--- config.mk ---
export PLATFORM = sky130hd
export DESIGN_NAME = l2_perf_unit
export DESIGN_NICKNAME = d
export VERILOG_FILES = /design/src/rtl/perf_pkg.sv /design/src/rtl/perf_cnt_bank.sv /design/src/rtl/perf_ctrl.sv /design/src/rtl/perf_regmux.sv /design/src/rtl/l2_perf_unit.sv
export SDC_FILE = /design/constraint.sdc
export NUM_CORES = 2
export LEC_CHECK = 0
export ABC_AREA = 1
export ABC_CLOCK_PERIOD_IN_PS = 7100
export BUFFER_PORTS_ARGS = -buffer_cell sky130_fd_sc_hd__buf_4
export CAP_MARGIN = 20
export CORE_UTILIZATION = 48
export DETAILED_ROUTE_END_ITERATION = 12
export GPL_TIMING_DRIVEN = 0
export PLACE_DENSITY_LB_ADDON = 0.3
export SYNTH_ARGS = -nofsm -noshare
export SYNTH_HDL_FRONTEND = slang
export SYNTH_SLANG_ARGS = --single-unit
--- constraint.sdc ---
create_clock -name clk -period 7.1 [get_ports clk]
set_clock_uncertainty 0.05 [all_clocks]
set_input_delay 1.42 -clock clk [delete_from_list [all_inputs] [get_ports clk]]
set_output_delay 1.42 -clock clk [all_outputs]
set_load 0.02 [all_outputs]
--- src/rtl/perf_pkg.sv ---
package perf_pkg;
  localparam int unsigned CTRL_OFS   = 32'h70;
  localparam int unsigned EOVF_OFS   = 32'h74;
  localparam int unsigned COVF_OFS   = 32'h78;
  localparam int unsigned EVT_BASE   = 32'h100;
  localparam int unsigned CYC_BASE   = 32'h180;
  localparam int unsigned EVT_STRIDE = 4;
  localparam int unsigned CYC_STRIDE = 8;
  localparam int unsigned HI_OFS     = 4;
  localparam int unsigned EN_BIT     = 0;
  localparam int unsigned CLR_BIT    = 1;
endpackage

--- src/rtl/perf_cnt_bank.sv ---
module perf_cnt_bank #(
  parameter int N = 15,
  parameter int W = 32
) (
  input  logic           clk,
  input  logic           rst,
  input  logic           en,
  input  logic           clr,
  input  logic [N-1:0]   inc,
  output logic [N*W-1:0] cnt_flat,
  output logic [N-1:0]   ovf
);
  for (genvar g = 0; g < N; g++) begin : g_cnt
    logic [W-1:0] c_q;
    logic         o_q;
    always_ff @(posedge clk) begin
      if (rst || clr) begin
        c_q <= '0;
        o_q <= 1'b0;
      end else if (en && inc[g]) begin
        c_q <= c_q + W'(1);
        if (&c_q) o_q <= 1'b1;
      end
    end
    assign cnt_flat[g*W +: W] = c_q;
    assign ovf[g]             = o_q;
  end
endmodule

--- src/rtl/perf_ctrl.sv ---
module perf_ctrl
  import perf_pkg::*;
#(
  parameter int ADDR_W = 10
) (
  input  logic              clk,
  input  logic              rst,
  input  logic              bus_wr,
  input  logic [ADDR_W-1:0] bus_addr,
  input  logic              wr_en_bit,
  input  logic              wr_clr_bit,
  output logic              en_q,
  output logic              clr_pulse
);
  logic ctrl_hit;
  assign ctrl_hit  = bus_wr && (bus_addr == ADDR_W'(CTRL_OFS));
  assign clr_pulse = ctrl_hit && wr_clr_bit;

  always_ff @(posedge clk) begin
    if (rst)           en_q <= 1'b0;
    else if (ctrl_hit) en_q <= wr_en_bit;
  end
endmodule

--- src/rtl/perf_regmux.sv ---
module perf_regmux
  import perf_pkg::*;
#(
  parameter int NUM_EVT  = 15,
  parameter int EVT_W    = 32,
  parameter int NUM_CYC  = 6,
  parameter int CYC_W    = 48,
  parameter int CYC_LO_W = 32,
  parameter int ADDR_W   = 10
) (
  input  logic [ADDR_W-1:0]        addr,
  input  logic                     en,
  input  logic [NUM_EVT*EVT_W-1:0] evt_flat,
  input  logic [NUM_CYC*CYC_W-1:0] cyc_flat,
  input  logic [NUM_EVT-1:0]       evt_ovf,
  input  logic [NUM_CYC-1:0]       cyc_ovf,
  output logic [31:0]              word
);
  localparam int HI_W = CYC_W - CYC_LO_W;

  always_comb begin
    word = '0;
    if (addr == ADDR_W'(CTRL_OFS)) word[EN_BIT] = en;
    if (addr == ADDR_W'(EOVF_OFS)) word = 32'(evt_ovf);
    if (addr == ADDR_W'(COVF_OFS)) word = 32'(cyc_ovf);
    for (int i = 0; i < NUM_EVT; i++) begin
      if (addr == ADDR_W'(EVT_BASE + EVT_STRIDE * i))
        word = 32'(evt_flat[i*EVT_W +: EVT_W]);
    end
    for (int j = 0; j < NUM_CYC; j++) begin
      if (addr == ADDR_W'(CYC_BASE + CYC_STRIDE * j))
        word = 32'(cyc_flat[j*CYC_W +: CYC_LO_W]);
      if (addr == ADDR_W'(CYC_BASE + CYC_STRIDE * j + HI_OFS))
        word = 32'(cyc_flat[j*CYC_W + CYC_LO_W +: HI_W]);
    end
  end
endmodule

--- src/rtl/l2_perf_unit.sv ---
module l2_perf_unit
  import perf_pkg::*;
#(
  parameter int NUM_EVT  = 15,
  parameter int EVT_W    = 32,
  parameter int NUM_CYC  = 6,
  parameter int CYC_W    = 48,
  parameter int CYC_LO_W = 32,
  parameter int ADDR_W   = 10
) (
  input  logic               clk,
  input  logic               rst,
  input  logic [NUM_EVT-1:0] evt_pulse,
  input  logic [NUM_CYC-1:0] cyc_qual,
  input  logic [ADDR_W-1:0]  bus_addr,
  input  logic               bus_wr,
  input  logic [31:0]        bus_wdata,
  input  logic               bus_rd,
  output logic [31:0]        bus_rdata
);
  logic                     en_q;
  logic                     clr_pulse;
  logic [NUM_EVT*EVT_W-1:0] evt_cnt_flat;
  logic [NUM_CYC*CYC_W-1:0] cyc_cnt_flat;
  logic [NUM_EVT-1:0]       evt_ovf;
  logic [NUM_CYC-1:0]       cyc_ovf;
  logic [31:0]              rd_word;
  logic                     unused_wdata_hi;

  assign unused_wdata_hi = ^bus_wdata[31:2];

  perf_ctrl #(.ADDR_W(ADDR_W)) u_ctrl (
    .clk        (clk),
    .rst        (rst),
    .bus_wr     (bus_wr),
    .bus_addr   (bus_addr),
    .wr_en_bit  (bus_wdata[EN_BIT]),
    .wr_clr_bit (bus_wdata[CLR_BIT]),
    .en_q       (en_q),
    .clr_pulse  (clr_pulse)
  );

  perf_cnt_bank #(.N(NUM_EVT), .W(EVT_W)) u_evt_bank (
    .clk      (clk),
    .rst      (rst),
    .en       (en_q),
    .clr      (clr_pulse),
    .inc      (evt_pulse),
    .cnt_flat (evt_cnt_flat),
    .ovf      (evt_ovf)
  );

  perf_cnt_bank #(.N(NUM_CYC), .W(CYC_W)) u_cyc_bank (
    .clk      (clk),
    .rst      (rst),
    .en       (en_q),
    .clr      (clr_pulse),
    .inc      (cyc_qual),
    .cnt_flat (cyc_cnt_flat),
    .ovf      (cyc_ovf)
  );

  perf_regmux #(
    .NUM_EVT(NUM_EVT), .EVT_W(EVT_W), .NUM_CYC(NUM_CYC),
    .CYC_W(CYC_W), .CYC_LO_W(CYC_LO_W), .ADDR_W(ADDR_W)
  ) u_mux (
    .addr     (bus_addr),
    .en       (en_q),
    .evt_flat (evt_cnt_flat),
    .cyc_flat (cyc_cnt_flat),
    .evt_ovf  (evt_ovf),
    .cyc_ovf  (cyc_ovf),
    .word     (rd_word)
  );

  always_ff @(posedge clk) begin
    if (rst)         bus_rdata <= '0;
    else if (bus_rd) bus_rdata <= rd_word;
    else             bus_rdata <= '0;
  end
endmodule

# Word-level counts from Yosys, hierarchy flattened
# Index checks and enable logic that the tools add are counted.
[totals] regBits=822 input_bits=67 output_inout_bits=32 wordCells=174
[classes] addsub=21 n_eq_ne=30 muxes=30 bitwise=1 n_reduce_logical=47
[ops] cell="two-way mux 32 bit" count=26
[ops] cell="AND reduction 33 bit" count=15
[ops] cell="adder 32 x 1 -> 32 bit (second input constant)" count=15
[ops] cell="AND reduction 49 bit" count=6
[ops] cell="adder 48 x 1 -> 48 bit (second input constant)" count=6
[ops] cell="equality test 10 x 9 -> 1 bit (second input constant)" count=27
[ops] cell="equality test 10 x 7 -> 1 bit (second input constant)" count=3
[ops] cell="two-way mux 15 bit" count=2
[ops] cell="logical AND 1 bit" count=23
[ops] cell="two-way mux 16 bit" count=1
[ops] cell="OR reduction 3 bit" count=1
[ops] cell="OR reduction 2 bit" count=1
[ops] cell="logical OR 1 bit" count=1
[ops] cell="two-way mux 1 bit" count=1
[ops] cell="NOT 1 bit" count=1

# Depth between registers and ports, before layout
[logic_depth] word_depth=31 mapped_depth=24 depth_no_buf=23

# By module
# From an unflattened synthesis, not the netlist that was laid out.
[unflattened] hier_cells=8257 area_unflattened_um2=49561.3
[modules_own_cells] mod="perf_cnt_bank (u_evt_bank)" n_inst=1 cells_per_inst=4065 area_each_um2=25639.6 seq_area_each_um2=9909.5
[modules_own_cells] mod="perf_cnt_bank (u_cyc_bank)" n_inst=1 cells_per_inst=2641 area_each_um2=16301.9 seq_area_each_um2=5885.6
[modules_own_cells] mod="perf_regmux" n_inst=1 cells_per_inst=1414 area_each_um2=6465.0 seq_area_each_um2=0.0
[modules_own_cells] mod="l2_perf_unit" n_inst=1 cells_per_inst=101 area_each_um2=999.7 seq_area_each_um2=640.6
[modules_own_cells] mod="perf_ctrl" n_inst=1 cells_per_inst=36 area_each_um2=155.1 seq_area_each_um2=20.0

# Worst setup path after synthesis
# OpenSTA, ideal clock, no wires.
[synth_timing] kind="input -> register" from="input port bus_addr[0]" to="register bus_rdata[18]" setup_ns=0.132 arrival_time_ns=3.547 required_ns=6.918 path_slack_ns=3.371 cell_stages=19 path_buffers=1 cell_sequence="inv_1 nand2_1 nor2_1 clkinv_1 nor2_1 inv_1 clkbuf_1 o211ai_1 nand3_1 a21oi_1 nand3_1 o21ai_0 nand3_1 nand2_1 nand4_1 nand2_1 nand4_1 nor2_1 a21oi_1"
[synth_via] elab_chain_cells=27 elab_cells_between_ends=54 classes_between="eq/ne: 27; mux: 26; reduce/logical: 1"
[synth_lines] item="start, declared" line_no="l2_perf_unit.sv:15" text="input logic [ADDR_W-1:0] bus_addr,"
[synth_lines] item="equality test 10 x 9 -> 1 bit" line_no="perf_regmux.sv:27" text="if (addr == ADDR_W'(EVT_BASE + EVT_STRIDE * i))"
[synth_lines] item="two-way mux 32 bit (15 in series)" line_no="perf_regmux.sv:27"
[synth_lines] item="two-way mux 32 bit" line_no="perf_regmux.sv:31" text="if (addr == ADDR_W'(CYC_BASE + CYC_STRIDE * j))"
[synth_lines] item="two-way mux 32 bit" line_no="perf_regmux.sv:33" text="if (addr == ADDR_W'(CYC_BASE + CYC_STRIDE * j + HI_OFS))"
[synth_lines] item="two-way mux 32 bit" line_no="perf_regmux.sv:31"
[synth_lines] item="two-way mux 32 bit" line_no="perf_regmux.sv:33"
[synth_lines] item="two-way mux 32 bit" line_no="perf_regmux.sv:31"
[synth_lines] item="two-way mux 32 bit" line_no="perf_regmux.sv:33"
[synth_lines] item="two-way mux 32 bit" line_no="perf_regmux.sv:31"
[synth_lines] item="two-way mux 32 bit" line_no="perf_regmux.sv:33"
[synth_lines] item="two-way mux 32 bit" line_no="perf_regmux.sv:31"
[synth_lines] item="two-way mux 32 bit" line_no="perf_regmux.sv:33"
[synth_lines] item="two-way mux 32 bit" line_no="perf_regmux.sv:31"
[synth_lines] item="end signal, assigned" line_no="l2_perf_unit.sv:78" text="else if (bus_rd) bus_rdata <= rd_word;"
[synth_lines] item="end, declared" line_no="l2_perf_unit.sv:19" text="output logic [31:0] bus_rdata"
# Several ways; a longest one is shown, not always the timed one.
# A chain may end at the register's enable or synchronous reset.

# Final worst setup path
# Ends and elaborated chain as after synthesis.

==> impl_metrics.toml <==
[floorplan]
num_io_pins = 99
initial_core_util_pct = 48.4
row_count = 111
core_sq_um = 91500
die_w_um = 306
fp.dieH_um = 306
dieArea_sq_um = 93500

[worst_setup_path]
cp_slowest_cell = "clkinv_1"
cp_cell_sequence = "buf_4 -> inv_1 -> nand2_1 -> nor2_1 -> clkinv_1 -> nor2_1 -> inv_1 -> clkbuf_1 -> o211ai_1 -> nand3_1 -> a21oi_1 -> nand3_1 -> o21ai_0 -> nand3_1 -> nand2_1 -> nand4_1 -> nand2_1 -> nand4_1 -> nor2_1 -> a21oi_1"
regToRegEndpoint = "bus_rdata[0]"
r2r_start = "u_ctrl.en_q"
r2r_slack_ns = 2.79
worst_ep_arrival_time_ns = 6.56
critical-path-top-delay-family = "simple AND/OR/NAND/NOR gates"
slowest_delay_ns = 0.82
critPathKind = "input pin to register"
crit_path_end_kind = "register"
startpoint = "bus_addr[0]"
path_buf_inv = 5
crit_required_ns = 7.61
cp-start-kind = "input pin"
path_max_fanout = 10
worst_r2r_path_depth = 18

[power_and_ir_drop]
p_switching_mw = 2.40
power.leakage_nw = 16.7
comb_power_share_pct = 3.6
clock_power_share_pct = 50.1
p_int_mw = 7.56
peakVddDrop_uv = 186
p_per_area_nw_per_um2 = 199
swShare_pct = 24.1
pwr-share-seq_pct = 46.3
fin_total_pwr_mw = 9.96

[logic_synthesis]
async_flop_share_pct = 0
syn_inst = 6683
synth_most_common_cell = "nand2_1"
synth_top_area_share_pct = 37.1
synth_cell_types = 61
netlist_area_sq_um = 44300
synth_top_area_cell = "dfxtp_1"
synth-seq-cells = 822
syn_nets = 6771
ys.flop_type = "dfxtp_1"
yosysWarnings = 0
synth.avg_cell_area_sq_um = 6.63
ys_seq_area_share_pct = 37.1
synth-edff-count = 0
synthTopCellsByCount = "1368 x nand2_1, 1026 x inv_1, 840 x nor2_1, 822 x dfxtp_1, 484 x a21oi_1"
ys_top_cells_by_area = "dfxtp_1 37%, nand2_1 12%, inv_1 8.7%"

[hold_path]
min_path_type = "register to register"
hold_start = "u_cyc_bank.g_cnt[5].c_q[26]"
hold_path_end = "u_cyc_bank.g_cnt[5].c_q[26]"
holdPathStages = 2

[cells_and_area]
area_growth_syn_to_layout_pct = 12.8
seq_area_sq_um = 16500
nNetsFinal = 6966
fillers = 9113
drive_gt1_share_pct = 7.18
fin_util_pct = 54.6
multi_input_area_sq_um = 23300

[cts]
cts_tree = "built"
clk_pin_slew_ns = 0.06
cts_max_level = 3
hold_buffers = 0
cts_resized = 0
cts_setup_buffers = 0
clock_path_buffers = 3
numClockSinks = 822
cts-root-buf = "clkbuf_16"
cts_buffers = 93
clock_latency_ns = 0.70

[detailed_routing]
drt_iter0_drc = 6438
drt-pass1-iter-count = 7
routed_wl_um = 179000
vias = 46944
ant_nets = 0
vias_per_cell = 5.76
drc = 0
wl_per_cell_um = 21.9

[global_routing]
antenna_found_initial = 6
grt_max_degree = 14
grt_pass1_wl_um = 262000
grt-ovfl-total = 0
grt_pass1_vias = 41998
grt_use_total_pct = 37.4

[placed_design]
globalplace.congestion = 1.04
portBuffers = 68
place_ws_ns = 0.732
dp_hpwl_um = 141000

[flow_run]
cap_violations = 0

[timing]
worstMarginPinSlew_ns = 1.27
relSlewSlack_pct = 15.2
post-route-min-period_ns = 6.05
fmax_ghz = 0.165
final-setup-viol-count = 0
fin_setup_tns_ns = 0
fin_ws_ns = 1.05
min_period_over_period_pct = 85.2
slew_violations = 0
rsz0062_at_grt = "no"
hold_viol = 0

[status]
outcome = "finished clean"
==> how the worst max path moves through the flow <==
stage,end,slack [ns],depth (start not counted)
after global placement,bus_rdata[18],0.69,20
after CTS,bus_rdata[5],1.41,21
after detailed placement,bus_rdata[5],0.73,21
after global routing,bus_rdata[5],1.0,21
final,bus_rdata[18],1.05,20
after floorplan,bus_rdata[18],3.37,19
==> layer usage <==
layer / wire length (um) / GRT usage, % / share of wire [%] / up-vias
li1: - / - / - / 22320
met1: 74800 / 51.9 / 42 / 21730
met2: 72700 / 54.1 / 41 / 2445
met3: 20400 / 7.51 / 11 / 441
met4: 10700 / 20.1 / 6.0 / 8
met5: 46 / 0 / 0.026 / -
==> kinds of logic (layout without fill, tap and decap cells) <==
group	after synthesis	count (layout)	share of synthesized area, %
buf+inv	1213	1481	10.4
fa+ha+maj	21	21	0.593
flops	822	822	37.1
xor+xnor	139	139	2.75
simple gates	3446	3446	36.1
other cells	0	6	0
compound gates	1042	1042	13.1
==> worst reg2reg max path: stages (launching register included) <==
cell,delay [ns]
dfxtp_1,0.30
buf_6,0.20
buf_6,0.27
nand4_1,0.14
nand3_1,0.07
nor2_1,0.36
nand4_1,0.26
nor2_1,0.29
nand4_1,0.24
nor2_1,0.34
nand4_1,0.19
nand2_1,0.16
nand3_1,0.12
nor2_1,0.25
nand4_1,0.26
nand2_1,0.30
nand4_1,0.16
nand2_1,0.16
inv_1,0.06
==> through the flow <==
stage / area (sq um) / std cells / hold WS, ns
4_1_cts: 49900 / 8135 / 0.412
5_1_grt: 49900 / 8137 / 0.434
6_report: 50000 / 8143 / 0.413
3_3_place_gp: 46300 / 7937 / 0.396
2_1_floorplan: 44300 / 6683 / 0.384
3_5_place_dp: 46800 / 7967 / 0.404
==> power by group through the flow <==
stage | combinational (mW) | sequential (mW) | clock, mW
global route | 0.356 | 4.61 | 5.19
detailed placement | 0.337 | 4.71 | 0
CTS | 0.338 | 4.61 | 5.00
global placement | 0.301 | 4.71 | 0
floorplan | 0.116 | 4.71 | 0
finish | 0.356 | 4.61 | 4.99
==> cell type report <==
class                      count  share of cell area (%)
clock inverter                32                   0.759
buffer                       159                    1.28
antenna                        6                  0.0301
tap                         1186                    2.97
timing repair buffer         100                    2.13
multi-input combinational   4648                    46.6
inverter                    1054                    7.92
sequential                   822                    32.9
clock buffer                 136                    5.42
==> registers in the layout, summed over array words and instances, names as in the netlist <==
name and count:
u_evt_bank.g_cnt.o_q 15, u_cyc_bank.g_cnt.o_q 6, u_ctrl.en_q 1, u_evt_bank.g_cnt.c_q 480, u_cyc_bank.g_cnt.c_q 288, bus_rdata 32
==> cell usage in the layout (no fill, tap or decap), types with 111 or more instances in the layout <==
cell	netlist	layout
nand4_1	243	243
nor3_1	328	328
nand2_1	1368	1368
inv_1	1026	1026
nor4_1	129	129
xor2_1	111	111
o21ai_0	340	340
a21oi_1	484	484
clkbuf_1	151	165
nor2_1	840	840
nand3_1	249	249
dfxtp_1	822	822
Note: power is estimated with default switching activity, not from simulation.
